## src/rtl/pfx_pkg.sv

```systemverilog
package pfx_pkg;

    localparam int IMM_LO_W = 8;
    localparam int IMM_HI_W = 8;
    localparam int DST_FLD_W = 3;
    localparam int SRC_FLD_W = 4;
    localparam int IDX_HI_W = 4;

    typedef enum logic [0:0] {
        PX_EMPTY  = 1'b0,
        PX_LOADED = 1'b1
    } pfx_state_e;

endpackage

```

## src/rtl/pfx_hold.sv

```systemverilog
// One-cycle prefix holder: state register plus the held byte and index bits.
module pfx_hold
    import pfx_pkg::*;
#(
    parameter int HI_W  = IMM_HI_W,
    parameter int IDX_W = IDX_HI_W
) (
    input  logic             clk,
    input  logic             rst_n,
    input  logic             pfx_wr,
    input  logic [HI_W-1:0]  pfx_byte,
    input  logic [IDX_W-1:0] pfx_idx,
    output logic             held_vld,
    output logic [HI_W-1:0]  held_byte,
    output logic [IDX_W-1:0] held_idx
);

    pfx_state_e state_q, state_d;
    logic [HI_W-1:0]  byte_q, byte_d;
    logic [IDX_W-1:0] idx_q, idx_d;

    // Next-state and next-data logic
    always_comb begin
        state_d = state_q;
        byte_d  = '0;
        idx_d   = '0;
        unique case (state_q)
            PX_EMPTY: begin
                if (pfx_wr) begin
                    state_d = PX_LOADED;          // LOAD
                    byte_d  = pfx_byte;
                    idx_d   = pfx_idx;
                end else begin
                    state_d = PX_EMPTY;           // IDLE
                end
            end
            PX_LOADED: begin
                if (pfx_wr) begin
                    state_d = PX_LOADED;          // RELOAD
                    byte_d  = pfx_byte;
                    idx_d   = pfx_idx;
                end else begin
                    state_d = PX_EMPTY;           // EXPIRE: data clears
                end
            end
            default: state_d = PX_EMPTY;
        endcase
    end

    // State and data registers
    always_ff @(posedge clk or negedge rst_n) begin
        if (!rst_n) begin
            state_q <= PX_EMPTY;
            byte_q  <= '0;
            idx_q   <= '0;
        end else begin
            state_q <= state_d;
            byte_q  <= byte_d;
            idx_q   <= idx_d;
        end
    end

    // Outputs
    always_comb begin
        held_vld  = (state_q == PX_LOADED);
        held_byte = byte_q;
        held_idx  = idx_q;
    end

endmodule

```

## src/rtl/pfx_merge.sv

```systemverilog
// Combines the held prefix with the current instruction fields.
module pfx_merge
    import pfx_pkg::*;
#(
    parameter int LO_W  = IMM_LO_W,
    parameter int HI_W  = IMM_HI_W,
    parameter int DST_W = DST_FLD_W,
    parameter int SRC_W = SRC_FLD_W,
    parameter int IDX_W = IDX_HI_W
) (
    input  logic                   dec_valid,
    input  logic                   ins_branch,
    input  logic [LO_W-1:0]        ins_imm,
    input  logic [DST_W-1:0]       ins_dst,
    input  logic [SRC_W-1:0]       ins_src,
    input  logic                   held_vld,
    input  logic [HI_W-1:0]        held_byte,
    input  logic [IDX_W-1:0]       held_idx,
    output logic [HI_W+LO_W-1:0]   ext_imm,
    output logic [IDX_W+DST_W-1:0] ext_dst,
    output logic [IDX_W+SRC_W-1:0] ext_src,
    output logic                   br_abs
);

    logic [HI_W-1:0]  hi_sel;
    logic [IDX_W-1:0] idx_sel;

    always_comb begin
        hi_sel  = held_vld ? held_byte : '0;
        idx_sel = held_vld ? held_idx  : '0;
        if (dec_valid) begin
            ext_imm = {hi_sel, ins_imm};
            ext_dst = {idx_sel, ins_dst};
            ext_src = {idx_sel, ins_src};
            br_abs  = ins_branch & held_vld;
        end else begin
            ext_imm = '0;
            ext_dst = '0;
            ext_src = '0;
            br_abs  = 1'b0;
        end
    end

endmodule

```

## src/rtl/pfx_ext_unit.sv

```systemverilog
module pfx_ext_unit
    import pfx_pkg::*;
#(
    parameter int LO_W  = IMM_LO_W,
    parameter int HI_W  = IMM_HI_W,
    parameter int DST_W = DST_FLD_W,
    parameter int SRC_W = SRC_FLD_W,
    parameter int IDX_W = IDX_HI_W,
    localparam int IMM_W  = HI_W + LO_W,
    localparam int EDST_W = IDX_W + DST_W,
    localparam int ESRC_W = IDX_W + SRC_W
) (
    input  logic              clk,
    input  logic              rst_n,
    input  logic              dec_valid,
    input  logic              ins_branch,
    input  logic [LO_W-1:0]   ins_imm,
    input  logic [DST_W-1:0]  ins_dst,
    input  logic [SRC_W-1:0]  ins_src,
    input  logic              pfx_wr,
    input  logic [HI_W-1:0]   pfx_byte,
    input  logic [IDX_W-1:0]  pfx_idx,
    output logic [IMM_W-1:0]  ext_imm,
    output logic [EDST_W-1:0] ext_dst,
    output logic [ESRC_W-1:0] ext_src,
    output logic              br_abs
);

    logic             held_vld;
    logic [HI_W-1:0]  held_byte;
    logic [IDX_W-1:0] held_idx;

    pfx_hold #(.HI_W(HI_W), .IDX_W(IDX_W)) u_hold (
        .clk       (clk),
        .rst_n     (rst_n),
        .pfx_wr    (pfx_wr),
        .pfx_byte  (pfx_byte),
        .pfx_idx   (pfx_idx),
        .held_vld  (held_vld),
        .held_byte (held_byte),
        .held_idx  (held_idx)
    );

    pfx_merge #(.LO_W(LO_W), .HI_W(HI_W), .DST_W(DST_W), .SRC_W(SRC_W), .IDX_W(IDX_W)) u_merge (
        .dec_valid  (dec_valid),
        .ins_branch (ins_branch),
        .ins_imm    (ins_imm),
        .ins_dst    (ins_dst),
        .ins_src    (ins_src),
        .held_vld   (held_vld),
        .held_byte  (held_byte),
        .held_idx   (held_idx),
        .ext_imm    (ext_imm),
        .ext_dst    (ext_dst),
        .ext_src    (ext_src),
        .br_abs     (br_abs)
    );

endmodule

```

## config.mk

```make
export PLATFORM = sky130hd
export DESIGN_NAME = pfx_ext_unit
export DESIGN_NICKNAME = d
export VERILOG_FILES = /design/src/rtl/pfx_pkg.sv /design/src/rtl/pfx_hold.sv /design/src/rtl/pfx_merge.sv /design/src/rtl/pfx_ext_unit.sv
export SDC_FILE = /design/constraint.sdc
export NUM_CORES = 1
export LEC_CHECK = 0
export BUFFER_PORTS_ARGS = -buffer_cell sky130_fd_sc_hd__buf_4
export CAP_MARGIN = 20
export CORE_MARGIN = 4
export CORE_UTILIZATION = 35
export DETAILED_ROUTE_END_ITERATION = 10
export HOLD_SLACK_MARGIN = 0.15
export PLACE_DENSITY = 0.89
export SLEW_MARGIN = 10
export SYNTH_ARGS = -nofsm -noshare
export SYNTH_HDL_FRONTEND = slang
export SYNTH_SLANG_ARGS = --single-unit
```

## constraint.sdc

```tcl
create_clock -name clk -period 2.5 [get_ports clk]
set_input_delay 0.5 -clock clk [delete_from_list [all_inputs] [get_ports clk]]
set_output_delay 0.5 -clock clk [all_outputs]
set_load 0.01 [all_outputs]
```

-- Word level (Yosys, flattened, before mapping)
Cells that the tools add are included.
- input bits: 32
- flip-flop bits (word level): 13
- output and inout bits: 32
- logic and storage cells: 13
- bitwise operators: 1
- mux-type cells: 9
- operator list (cell ; number):
    $mux W8 ; 3
    $mux W16 ; 1
    $mux W4 ; 2
    $mux W7 ; 1
    $mux W1 ; 2
    $and A1 B1 Y1 ; 1

-- Logic depth before layout (Yosys ltp)
Gate-level depths: netlist of run 1.
- depth after elaboration: 2
- gate-level depth with buffers: 3

-- Cells and area by module
A second synthesis of run 1 with hierarchy kept.
- cells, all modules: 61
- area total of the unflattened synthesis: 644.4 um^2
- by module, submodules not included (module ; times used ; seq. area each (um^2) ; area each (um^2) ; cells each):
    pfx_hold ; 1 ; 325.3 ; 421.7 ; 26
    pfx_merge ; 1 ; 0.0 ; 222.7 ; 35

-- Worst setup path before layout of run 1
No wires, ideal clock.
- path type: input to output
- start: input port dec_valid
- end: output port ext_src[4]
- setup slack: 1.148 ns
- arrival time: 0.852 ns
- stages on the path: 2
- cell sequence: and3_1 > buf_4
- word-level cells in the longest chain between the ends: 1
- RTL lines (what ; line ; source):
    start: declaration ; pfx_ext_unit.sv:15 ; input logic dec_valid,
    $mux W8 ; pfx_merge.sv:31 ; if (dec_valid) begin
    end: declaration ; pfx_ext_unit.sv:25 ; output logic [ESRC_W-1:0] ext_src,
No other way between the ends.

-- Final worst setup path of run 1
- start: register u_hold.state_q (netlist: u_hold.held_vld)
- end: output port ext_dst[5]
- word-level cells in the longest chain between the ends: 2
- RTL lines (what ; line ; source):
    start: declaration ; pfx_hold.sv:18 ; pfx_state_e state_q, state_d;
    start signal: assignment ; pfx_hold.sv:57 ; state_q <= state_d;
    $mux W4 ; pfx_merge.sv:30 ; idx_sel = held_vld ? held_idx : '0;
    $mux W7 ; pfx_merge.sv:31 ;
    end: declaration ; pfx_ext_unit.sv:24 ; output logic [EDST_W-1:0] ext_dst,
No other way between the ends.

==> results, run 1 <==
- The kind of critical path is flip-flop to output pin.
- For the worst setup path, the data arrival time is about 1.1 ns.
- Cells with a size suffix above 1 make up about 55% of the layout.
- After detailed routing, the average wire length per cell comes to 12.3 µm.
- The detail route stage leaves a number of antenna-violating nets equal to 0.
- The count of buffers added on input and output ports is 63.
- The first detailed-routing pass ran for 4 iterations.
- Across the VDD grid, the largest voltage drop is around 0.00032 V.
- Global routing finished with a remaining overflow of 0.
- The actual slew at the worst max-slew pin is ~0.27 ns.
- The shortest period the worst path allows is roughly 1.6 ns.
- Compared with the post-synthesis result, the final layout area differs by 78.0%.
- The final cycle utilization of the critical path is 65.5%.
- The cell area that synthesis handed to floorplanning was 627 µm².
- The worst path meets setup with about 0.86 ns of slack.
- The fmax is between 0.6 and 0.7 GHz.
- The cell at the root of the clock tree is sky130_fd_sc_hd__clkbuf_4.
- The initial antenna violation count came to 0.
- Broken down by cell family, the worst path's largest delay share belongs to flip-flops.
- The category of the worst setup path capture point is an output pin.
- The area of the placeable core is about 1700 µm².
- After filler insertion, the fill cell instance count of the layout stands at 140.
- After synthesis, the netlist uses 6 different library cells.
- The post-synthesis instance total is between 60 and 70.
- The number of clock sinks seen by CTS is 13.
- The detailed-route vias per instance is roughly 4.4.
- TritonCTS built the clock tree.
- The violation count after the first detailed-route iteration is 11.
- At the end of routability-driven placement, the weighted congestion stood at around 0.70.
- The first global-routing pass estimated roughly 2700 µm of wire.
- The most common cell after layout, fill and taps aside is sky130_fd_sc_hd__buf_4.
- The number of design rule violations left after detail routing is 0.
- The largest area contributor in the netlist is sky130_fd_sc_hd__dfrtp_1.
- The total negative setup slack is 0 ns.
- The number of antenna diodes in the final layout is 0.
- In this run the static leakage power is between 0.0006 and 0.0007 µW.
- The number of slew-limit violations in the final report was 0.
- The number of buffers on the longest clock path is 2.
- The share of synthesized area in the top cell type comes to 51.9%.
- The final number of hold-violating endpoints is 0.
- The site row count is 15.
- The yosys synthesis warning count is 0.
- Once the floorplan was initialized, standard cells occupied between 30% and 40% of the core.
- Global routing used 14.6% of the available tracks.
- The number of cells in the design after placement is 141.
- The power density of the placed cells is 409 nW/µm².
- The total of flip-flops plus latches after synthesis is 13.
- The storage element area is 325 µm².
- Across the run, the number of max-cap violations was 0.
- The worst hold path belongs to the class primary input to flip-flop.
- The required time at the worst-slack endpoint is roughly 2.0 ns.
- For this design the top-level I/O count stands at between 60 and 70.
- The die extent in x is between 50 and 60 µm.
- The via count is approximately 650.
- The delay contributed by the slowest stage of the critical path is roughly 0.50 ns.
- The final count of negative-setup-slack endpoints is 0.
- The maximum number of pins on one net before global-route repair is 29.
- The worst slew margin relative to its limit is 82.2%.
- The critical path goes through and3_1 > buf_4.
- The post-CTS setup-driven buffer insertion count is 0.
- The die covers roughly 2500 µm².
- Sorting the synthesized cells by area gives the leading types as sky130_fd_sc_hd__dfrtp_1 52%, sky130_fd_sc_hd__and2_1 27%, sky130_fd_sc_hd__and3_1 13%.
- The cell with the largest stage delay on the worst path is sky130_fd_sc_hd__dfrtp_1.
- After the last flow step, the layout net total stands at 154.
- The portion of the post-synthesis area used by sequential elements is between 50% and 60%.
- The number of global-route vias before repair was approximately 610.
- Synthesis produced a netlist with a net count of 93.
- Clock-pin slew was measured on the worst setup and hold paths at ~0.070 ns.
- Setup repair after global routing left no endpoint under its margin.
- TritonCTS created 3 clock buffers.
- The synthesized area per cell is between 10 and 15 µm².
- The peak fanout along the critical path is 13.
- In this run the number of H-tree levels came out at 1.
- The worst slack at placement is approximately 0.94 ns.
- The die height is a little over 50 µm.
- The startpoint kind of the worst setup timing path is a flip-flop.
- The library cells used most frequently in the layout, excluding fill and tap cells, are 63 x sky130_fd_sc_hd__buf_4, 27 x sky130_fd_sc_hd__and2_1, 13 x sky130_fd_sc_hd__and3_1, 13 x sky130_fd_sc_hd__dfrtp_1, 3 x sky130_fd_sc_hd__clkbuf_4.
- For this run, the number of standard cells in the final layout without fillers is ~150.
- The total routed wirelength is around 1800 µm.
- The total area of multi-input combinational cells is approximately 250 µm².
- Counting both buffers and inverters, the worst setup path holds a total of 1.
- The HPWL after detailed placement is 1520 µm.
- The run finished with clean final reports.
-- final cells by class --
class                      count  share of cell area (%)
timing repair buffer          64                    43.3
sequential                    13                    29.1
multi-input combinational     40                    22.4
tap                           25                    2.80
clock buffer                   4                    2.35
-- worst paths after layout --
path | startpoint | endpoint | slack, ns | cells past startpoint
max | u_hold.held_vld$_DFF_PN0_ | ext_dst[5] | 0.86 | 2
min | pfx_wr | u_hold.held_vld$_DFF_PN0_ | 0.41 | 1
min in group asynchronous | rst_n | u_hold.held_vld$_DFF_PN0_ | 0.61 | 2
max in group asynchronous | rst_n | u_hold.held_byte[1]$_DFF_PN0_ | 1.74 | 2
-- metal layers --
layer,share of wire (%),GRT usage [%],vias up,wire length [µm]
met1,30,12.4,301,534
met3,13,5.34,2,228
met4,0.78,4.04,0,14
met5,0,0,-,0
li1,-,-,308,-
met2,57,30.2,37,1030
-- metrics by stage --
stage	hold WS, ns	util, %	total power (µW)	instance area (µm²)
2_1_floorplan	0.204	-	266	627
3_3_place_gp	0.343	63.2	334	1080
3_5_place_dp	0.346	63.2	338	1080
4_1_cts	0.404	65.3	461	1120
5_1_grt	0.417	65.3	480	1120
6_report	0.411	65.3	456	1120
-- kinds of logic (layout without fill, tap and decap cells) --
family / count (synthesis) / in the layout / synth area share [%]
AND/OR/NAND/NOR: 40 / 40 / 39.9
flip-flops: 13 / 13 / 51.9
buffers and inverters: 8 / 68 / 8.18
-- synth_stat cells --
library cell,instances
sky130_fd_sc_hd__and2_1,27
sky130_fd_sc_hd__and3_1,13
sky130_fd_sc_hd__buf_2,2
sky130_fd_sc_hd__buf_4,5
sky130_fd_sc_hd__clkbuf_1,1
sky130_fd_sc_hd__dfrtp_1,13
-- what timing repair did --
action / in CTS / in global routing
hold buffers: 1 / 0
gates resized for setup: 0 / 0
endpoints found under the hold margin: 13 / 0
-- state kept, by name (all words and copies together) (netlist names) --
name and cells:
u_hold.held_byte 8, u_hold.held_idx 4, u_hold.held_vld 1
-- power by group --
part / leakage [µW] / internal, µW / switching (µW)
clock: 0.0000150 / 61.7 / 61.3
sequential: 0.000166 / 221 / 3.94
combinational: 0.000469 / 68.3 / 40.4
(Power assumes the default switching activity.)
==> inputs of run 2 (changes only) <==
Settings changed: ABC_AREA set to 1, PLACE_DENSITY 0.89 to 0.84.
Clock period 2.5 ns to 1.6 ns, I/O delays scaled along.
==> run 2 against run 1 <==
Critical path depth increased by 1; clock power increased by 54%; non-clock buffer count unchanged; global-route usage decreased by 1.8 points; die area increased by 14%; worst setup slack got worse by 0.67 ns; area after synthesis increased by 17%; first-iteration DRC count decreased by 45%; design area increased by 8.4%; worst hold slack got worse by 0.17 ns; clock-buffer cell count unchanged.
==> results, run 2 <==
- The post-cts gate resize count came to 0 (unchanged).
- The async set or reset register ratio after synthesis is 100% (unchanged).
- The via count is 733 (was 648).
- The detailed-route vias per instance is 3.88 (was 4.44).
- The net switching fraction of the power is 25.1% (was 23.1%).
- Setup repair after global routing missed its margin: no (unchanged).
- The residual antenna-violating net count after detailed routing is 0 (unchanged).
- The combinational share of power is 26.1% (was 23.8%).
- The maximum number of pins on one net before global-route repair was 17 (was 29).
- The cell internal power dissipation came to 545 µW (was 351 µW).
- The category of the worst setup path capture point is an output pin (unchanged).
- The fraction of synthesized cell area taken by the top area cell type was 44.4% (was 51.9%).
- The delay contributed by the slowest stage of the critical path came to 0.37 ns (was 0.50 ns).
- Cells taking the most area after synthesis: sky130_fd_sc_hd__dfrtp_1 44%, sky130_fd_sc_hd__inv_1 21%, sky130_fd_sc_hd__nand2_1 14% (was sky130_fd_sc_hd__dfrtp_1 52%, sky130_fd_sc_hd__and2_1 27%, sky130_fd_sc_hd__and3_1 13%).
- The post-synthesis cell area is 732 µm² (was 627 µm²).
- The post-layout net count is 195 (was 154).
- Status: completed (unchanged).
- The number of synthesized flops with an enable pin is 0 (unchanged).
- The required time at the worst-slack endpoint came to 1.28 ns (was 2.00 ns).
- The initial antenna violation count is 0 (unchanged).
- The share of final-layout standard cells stronger than drive strength 1 came to 47.5% (was 54.5%).
- The net count after synthesis was 134 (was 93).
- The power consumption came to 728 µW (was 456 µW).
- The area added between synthesis and finish is 65.3% (was 78.0%).
- The actual slew at the worst max-slew pin was 0.206 ns (was 0.268 ns).
- The number of different library cells in the post-synthesis netlist is 10 (was 6).
- The site row count is 16 (was 15).
- The number of CTS-inserted buffers is 3 (unchanged).
- The most frequent cell after synthesis is sky130_fd_sc_hd__inv_1 (was sky130_fd_sc_hd__and2_1).
- The portion of the post-synthesis area used by sequential elements came to 44.4% (was 51.9%).
- The number of buffers on the longest clock path is 2 (unchanged).
- The number of design rule violations left after detail routing came to 0 (unchanged).
- The die height is 53.7 µm (was 50.3 µm).
- The total negative setup slack is 0 ns (unchanged).
- The fmax is around 0.7 GHz.
- The top-level I/O count is 64 (unchanged).
- The synthesized area per cell is 7.18 µm² (was 10.3 µm²).
- The clock power share came to 26.0% (was 27.0%).
- CP Cell Sequence: nand2_4 > nor2_1 > buf_4 (was and3_1 > buf_4).
- The CTS tree is built (unchanged).
- The total global-route track usage is 12.8% (was 14.6%).
- The yosys synthesis warning count is 0 (unchanged).
- The startpoint kind of the worst setup timing path is a flip-flop (unchanged).
- The worst slew margin relative to its limit was 86.2% (was 82.2%).
- The flip-flop count of the largest register after layout is 8 (unchanged).
- The final cycle utilization of the critical path is about 88%.
- The final number of hold-violating endpoints came to 0 (unchanged).
- The kind of critical path is flip-flop to output pin (unchanged).
- The largest area contributor in the netlist is sky130_fd_sc_hd__dfrtp_1 (unchanged).
- The peak fanout along the critical path came to 13 (unchanged).
- The routed wirelength normalized by instance count is 9.24 µm (was 12.3 µm).
- The clock transition at the registers of the reported paths was 0.07 ns (about the same).
- The global placement routability congestion came to 0.669 (was 0.699).
- The critical path data arrival time came to 1.09 ns (was 1.14 ns).
- The total of flip-flops plus latches after synthesis came to 13 (unchanged).
- The number of clock sinks seen by CTS is 13 (unchanged).
- The remaining global-route overflow is 0 (unchanged).
- The full die area is 2890 µm² (was 2530 µm²).
- The cell at the root of the clock tree is sky130_fd_sc_hd__clkbuf_4 (unchanged).
- The post-synthesis instance total is 102 (was 61).
- The total routed wirelength is 1750 µm (was 1800 µm).
- The final count of negative-setup-slack endpoints was 0 (unchanged).
- The first-pass GRT wire length came to 2660 µm (was 2740 µm).
- The area of the placeable core is 1980 µm² (was 1710 µm²).
- The total half-perimeter wirelength after legalization and detailed placement is 1530 µm (was 1520 µm).
- For the finished layout, the period the worst path requires is ~1.4 ns.
- The number of buffers added on ports came to 63 (unchanged).
- The origin of the worst min-delay path was pfx_idx[3] (was pfx_wr).
- The depth of the CTS H-tree was 1 (unchanged).
- The die extent in x is 53.7 µm (was 50.3 µm).
- The switching power summed over all nets is 183 µW (was 106 µW).
- The violation count after the first detailed-route iteration came to 6 (was 11).
- The number of antenna repair diodes is 0 (unchanged).
- The hold-critical path endpoint is u_hold.held_idx[3]$_DFF_PN0_ (was u_hold.held_vld$_DFF_PN0_).
- The number of global-route vias before repair was 710 (was 606).
- The initial core utilization is 36.9% (was 36.7%).
- The worst vdd rail ir drop is 0.000477 V (was 0.000322 V).
- The number of slew-limit violations in the final report is 0 (unchanged).
- The depth of the worst hold-timing path came to 3 (was 1).
- The detailed-routing iteration count for the pre-antenna-repair pass was 4 (unchanged).
- Leading cell types in the layout, fill and taps excluded: 63 x sky130_fd_sc_hd__buf_4, 40 x sky130_fd_sc_hd__inv_1, 27 x sky130_fd_sc_hd__nand2_1, 13 x sky130_fd_sc_hd__dfrtp_1, 9 x sky130_fd_sc_hd__nor2_2 (was 63 x sky130_fd_sc_hd__buf_4, 27 x sky130_fd_sc_hd__and2_1, 13 x sky130_fd_sc_hd__and3_1, 13 x sky130_fd_sc_hd__dfrtp_1, 3 x sky130_fd_sc_hd__clkbuf_4).
- The most common cell after layout, fill and taps aside is sky130_fd_sc_hd__buf_4 (unchanged).
- The power density of the placed cells is 602 nW/µm² (was 409 nW/µm²).
- Most used standard cells in the synthesized netlist: 40 x sky130_fd_sc_hd__inv_1, 27 x sky130_fd_sc_hd__nand2_1, 13 x sky130_fd_sc_hd__dfrtp_1 (was 27 x sky130_fd_sc_hd__and2_1, 13 x sky130_fd_sc_hd__and3_1, 13 x sky130_fd_sc_hd__dfrtp_1).
- The count of max-cap constraint violations is 0 (unchanged).
- The count of filler cells inserted in the layout is 174 (was 140).
- The sequential group share of total power came to 47.9% (was 49.2%).
- The cell with the largest stage delay on the worst path is sky130_fd_sc_hd__dfrtp_1 (unchanged).
- The flip-flop cell with the highest count after synthesis was sky130_fd_sc_hd__dfrtp_1 (unchanged).
- The static leakage power is 0.000838 µW (was 0.000650 µW).
- The worst min-delay path category is primary input to flip-flop (unchanged).
[run 2: changes by cell type after synthesis]
cell	delta
sky130_fd_sc_hd__nor2_2	+9
sky130_fd_sc_hd__and3_1	-13
sky130_fd_sc_hd__nand2_4	+1
sky130_fd_sc_hd__buf_6	+2
sky130_fd_sc_hd__nand2_1	+27
sky130_fd_sc_hd__and2_1	-27
sky130_fd_sc_hd__buf_2	-1
sky130_fd_sc_hd__inv_1	+40
sky130_fd_sc_hd__clkbuf_1	-1
sky130_fd_sc_hd__nor2_4	+1
sky130_fd_sc_hd__nor2_1	+3
[run 2: timing repair]
item	4_1_cts	5_1_grt
hold buffers	1	0
endpoints found under the hold margin	13	0
setup buffers	0	0
[run 2: cells by family (layout without fill, tap and decap cells)]
| kind of cell | count (synthesis) | after routing | share of synthesized area [%] |
|---|---|---|---|
| simple gates | 41 | 41 | 26.2 |
| buf+inv | 48 | 108 | 29.4 |
| flops | 13 | 13 | 44.4 |
[run 2: worst max path at each step]
stage                     cells past startpoint          to                 startpoint  slack [ns]
after global routing                          3  ext_src[5]  u_hold.held_vld$_DFF_PN0_        0.09
final                                         3  ext_src[5]  u_hold.held_vld$_DFF_PN0_        0.19
after detailed placement                      4  ext_src[5]                  dec_valid        0.31
after CTS                                     3  ext_src[5]  u_hold.held_vld$_DFF_PN0_        0.18
after floorplan                               5  ext_src[4]                  dec_valid        0.37
after global placement                        4  ext_dst[5]                  dec_valid        0.34
[run 2: worst max-delay path: cells and delay by family (launching register included)]
family | cells | cell delay (ns)
flops | 1 | 0.37
simple gates | 2 | 0.31
buf+inv | 1 | 0.15
[run 2: metrics by stage]
step                      area (µm²)  cells  setup WS (ns)  hold WS [ns]  util (%)
after detailed placement        1170    184          0.308         0.169      59.2
final                           1210    189          0.195         0.239      61.0
after floorplan                  732    102          0.373        0.0244         -
after CTS                       1210    189          0.182         0.233      61.0
after global placement          1170    184          0.339         0.164      59.2
after global routing            1210    189         0.0947         0.231      61.0
[run 2: final cells by class]
| cell class | count | area (µm²) | share of cell area, % |
|---|---|---|---|
| multi-input cells | 41 | 191 | 15.8 |
| inverters | 40 | 150 | 12.4 |
| repair buffers | 64 | 483 | 39.9 |
| flip-flops and latches | 13 | 325 | 26.9 |
| clock buffers | 4 | 26.3 | 2.17 |
| well taps | 27 | 33.8 | 2.79 |
[run 2: power by group through the flow]
stage	clock (µW)	combinational, µW	sequential, µW
floorplan	0	82.8	355
global placement	0	186	356
detailed placement	0	191	356
CTS	193	193	349
global route	210	212	351
finish	189	190	349
[run 2: metal layers]
metal | wire, µm | GRT usage [%] | vias to the layer above
li1 | - | - | 380
met1 | 563 | 11.5 | 311
met2 | 968 | 25.8 | 40
met3 | 208 | 3.60 | 2
met4 | 6 | 5.11 | 0
met5 | 0 | 0 | -
==> inputs of run 3 (changes only) <==
Settings changed: CORE_UTILIZATION 35 to 33, CTS_CLUSTER_DIAMETER set to 120, PLACE_DENSITY 0.84 to 0.83, SETUP_SLACK_MARGIN set to 0.3.
Clock period 1.6 ns to 1.2 ns, I/O delays scaled along.
==> run 3 against run 2 <==
The run now ends with negative setup slack left; via count increased by 4.2%; critical path depth increased by 1; sequential share of layout area decreased by 2.3 points; largest power group unchanged.
==> results, run 3 (synthesis gave the netlist of run 2 again) <==
- The delay contributed by the slowest stage of the critical path was 0.37 ns (about the same).
- The residual antenna-violating net count after detailed routing is 0 (unchanged).
- The peak fanout along the critical path is 4 (was 13).
- The cell at the root of the clock tree was sky130_fd_sc_hd__clkbuf_4 (unchanged).
- The number of slew-limit violations in the final report was 0 (unchanged).
- The worst min-delay path category is primary input to flip-flop (unchanged).
- The clock power share is 24.7% (was 26.0%).
- The number of CTS-inserted buffers was 3 (unchanged).
- The total routed wirelength is 1890 µm (was 1750 µm).
- The count of max-cap constraint violations came to 0 (unchanged).
- The area added between synthesis and finish is 80.9% (was 65.3%).
- The top-level I/O count is 64 (unchanged).
- The net switching fraction of the power is 25.2% (was 25.1%).
- The CTS tree is built (unchanged).
- The actual slew at the worst max-slew pin came to 0.158 ns (was 0.206 ns).
- Status: finished, violations left (was completed).
- The flip-flop count of the largest register after layout is 8 (unchanged).
- The critical path data arrival time was 1.08 ns (was 1.09 ns).
- The number of buffers added on ports is 63 (unchanged).
- The switching power summed over all nets is 253 µW (was 183 µW).
- The highest signal layer in the routed design is met4 (unchanged).
- The remaining global-route overflow is 0 (unchanged).
- The post-layout net count is 200 (was 195).
- The cell with the largest stage delay on the worst path is sky130_fd_sc_hd__dfrtp_1 (unchanged).
- The category of the worst setup path capture point is an output pin (unchanged).
- The cell class contributing the biggest share of worst-path delay is flip-flops (unchanged).
- The wire length on met2 is 903 µm (was 968 µm).
- The maximum number of pins on one net before global-route repair is 17 (unchanged).
- The clock transition at the registers of the reported paths was 0.07 ns (about the same).
- The number of design rule violations left after detail routing is 0 (unchanged).
- The number of buffers on the longest clock path came to 2 (unchanged).
- The share of final-layout standard cells stronger than drive strength 1 is 50.3% (was 47.5%).
- The depth of the critical timing path with buffers and inverters included is 4 (was 3).
- Setup repair after global routing missed its margin: yes (was no).
- The die extent in x came to 55.1 µm (was 53.7 µm).
- The power density of the placed cells is 758 nW/µm² (was 602 nW/µm²).
- The routed wirelength normalized by instance count is 9.72 µm (was 9.24 µm).
- The worst slew margin relative to its limit is 89.5% (was 86.2%).
- The detailed-routing iteration count for the pre-antenna-repair pass is 4 (unchanged).
- The final count of negative-setup-slack endpoints is 17 (was 0).
- The worst vdd rail ir drop is 0.000643 V (was 0.000477 V).
- The die height is 55.1 µm (was 53.7 µm).
- The violation count after the first detailed-route iteration is 13 (was 6).
- The count of filler cells inserted in the layout was 178 (was 174).
- The final reports fail on negative setup slack.
- The via count came to 764 (was 733).
- The site row count is 16 (unchanged).
- The routed metal-1 wire length is 601 µm (was 563 µm).
- CP Cell Sequence: nand2_4 > buf_4 > nor2_4 > buf_6 (was nand2_4 > nor2_1 > buf_4).
- The total global-route track usage came to 13.3% (was 12.8%).
- The global placement routability congestion is 0.624 (was 0.669).
- The total half-perimeter wirelength after legalization and detailed placement is 1580 µm (was 1530 µm).
- The initial antenna violation count is 0 (unchanged).
- The first-pass GRT wire length is 2730 µm (was 2660 µm).
- The number of global-route vias before repair is 690 (was 710).
- The detailed-route vias per instance came to 3.94 (was 3.88).
- The area of the placeable core is 2040 µm² (was 1980 µm²).
- The worst slack at placement is 0.0261 ns (was 0.308 ns).
- The beginning of the critical path was u_hold.held_vld$_DFF_PN0_ (unchanged).
- The cell internal power dissipation is 750 µW (was 545 µW).
- The combinational share of power is 28.9% (was 26.1%).
- The initial core utilization was 35.8% (was 36.9%).
- The depth of the worst hold-timing path is 3 (unchanged).
- The number of clock sinks seen by CTS came to 13 (unchanged).
- The most common cell after layout, fill and taps aside is sky130_fd_sc_hd__buf_4 (unchanged).
- The required time at the worst-slack endpoint is 0.96 ns (was 1.28 ns).
- The startpoint kind of the worst setup timing path is a flip-flop (unchanged).
- Leading cell types in the layout, fill and taps excluded: 58 x sky130_fd_sc_hd__buf_4, 40 x sky130_fd_sc_hd__inv_1, 27 x sky130_fd_sc_hd__nand2_1, 13 x sky130_fd_sc_hd__dfrtp_1, 8 x sky130_fd_sc_hd__nor2_2 (was 63 x sky130_fd_sc_hd__buf_4, 40 x sky130_fd_sc_hd__inv_1, 27 x sky130_fd_sc_hd__nand2_1, 13 x sky130_fd_sc_hd__dfrtp_1, 9 x sky130_fd_sc_hd__nor2_2).
- The endpoint of the most critical setup path is ext_src[5] (unchanged).
- The static leakage power is 0.000874 µW (was 0.000838 µW).
- The final number of hold-violating endpoints is 0 (unchanged).
- The kind of critical path is flip-flop to output pin (unchanged).
- The count of buffering cells on the critical path with inverters included is 2 (was 1).
- The full die area is 3040 µm² (was 2890 µm²).
- The number of antenna repair diodes was 0 (unchanged).
- The depth of the CTS H-tree was 1 (unchanged).
- The fmax is 0.760 GHz.
- The shortest period the worst path allows is between 1 and 1.5 ns.
- The final worst hold slack is 0.164 ns (was 0.239 ns).
- The final cycle utilization of the critical path is 110%.
- The worst-case setup margin in the final layout is -0.116 ns (was 0.195 ns).
- The total length of routed met3 wires is 343 µm (was 208 µm).
- The sequential group share of total power is 46.4% (was 47.9%).
[run 3: per-stage QoR]
stage	area (µm²)	TNS (ns)	std cells	utilization (%)	power [µW]
finish	1320	-1.79	194	64.8	1000
global route	1320	-2.83	194	64.8	1070
CTS	1300	-2.05	193	63.6	1010
detailed placement	1180	0	184	57.7	732
global placement	1180	0	184	57.7	726
floorplan	741	0	102	-	587
[run 3: worst min-delay path by stage]
stage | slack [ns] | endpoint | start
detailed placement | 0.09 | u_hold.held_byte[3]$_DFF_PN0_ | rst_n
floorplan | -0.06 | u_hold.held_byte[0]$_DFF_PN0_ | rst_n
finish | 0.16 | u_hold.held_byte[5]$_DFF_PN0_ | pfx_byte[5]
global placement | 0.08 | u_hold.held_idx[2]$_DFF_PN0_ | rst_n
CTS | 0.15 | u_hold.held_idx[1]$_DFF_PN0_ | pfx_idx[1]
global route | 0.15 | u_hold.held_byte[6]$_DFF_PN0_ | pfx_byte[6]
[run 3: tightest hold or removal path: stages]
cell                      delay, ns
sky130_fd_sc_hd__buf_4         0.08
sky130_fd_sc_hd__nand2_1       0.04
sky130_fd_sc_hd__inv_1         0.04
[run 3: what timing repair did]
action                                 4_1_cts  5_1_grt
setup endpoints to repair                   25       19
endpoints found under the hold margin       13        1
pin swaps                                    1        0
buffers inserted                             4        0
gates resized for setup                     11        4
hold buffers                                 1        1
[run 3: layout make-up]
class,count,area [µm²],area share (%)
Clock buffer,4,26.3,1.98
Inverter,40,150,11.3
Multi-Input combinational cell,41,219,16.5
Sequential cell,13,325,24.6
Tap cell,27,33.8,2.55
Timing Repair Buffer,69,569,43.0
[run 3: layer usage]
layer / GRT usage, % / up-vias
met2: 25.0 / 54
met3: 4.83 / 4
met5: 0 / -
met4: 8.50 / 0
li1: - / 390
met1: 11.6 / 316
[run 3: power groups by stage]
stage | clock (µW) | combinational [µW] | sequential [µW]
after floorplan | 0 | 114 | 474
after global placement | 0 | 251 | 474
after detailed placement | 0 | 258 | 475
after CTS | 260 | 286 | 466
after global routing | 280 | 320 | 469
final | 248 | 290 | 466
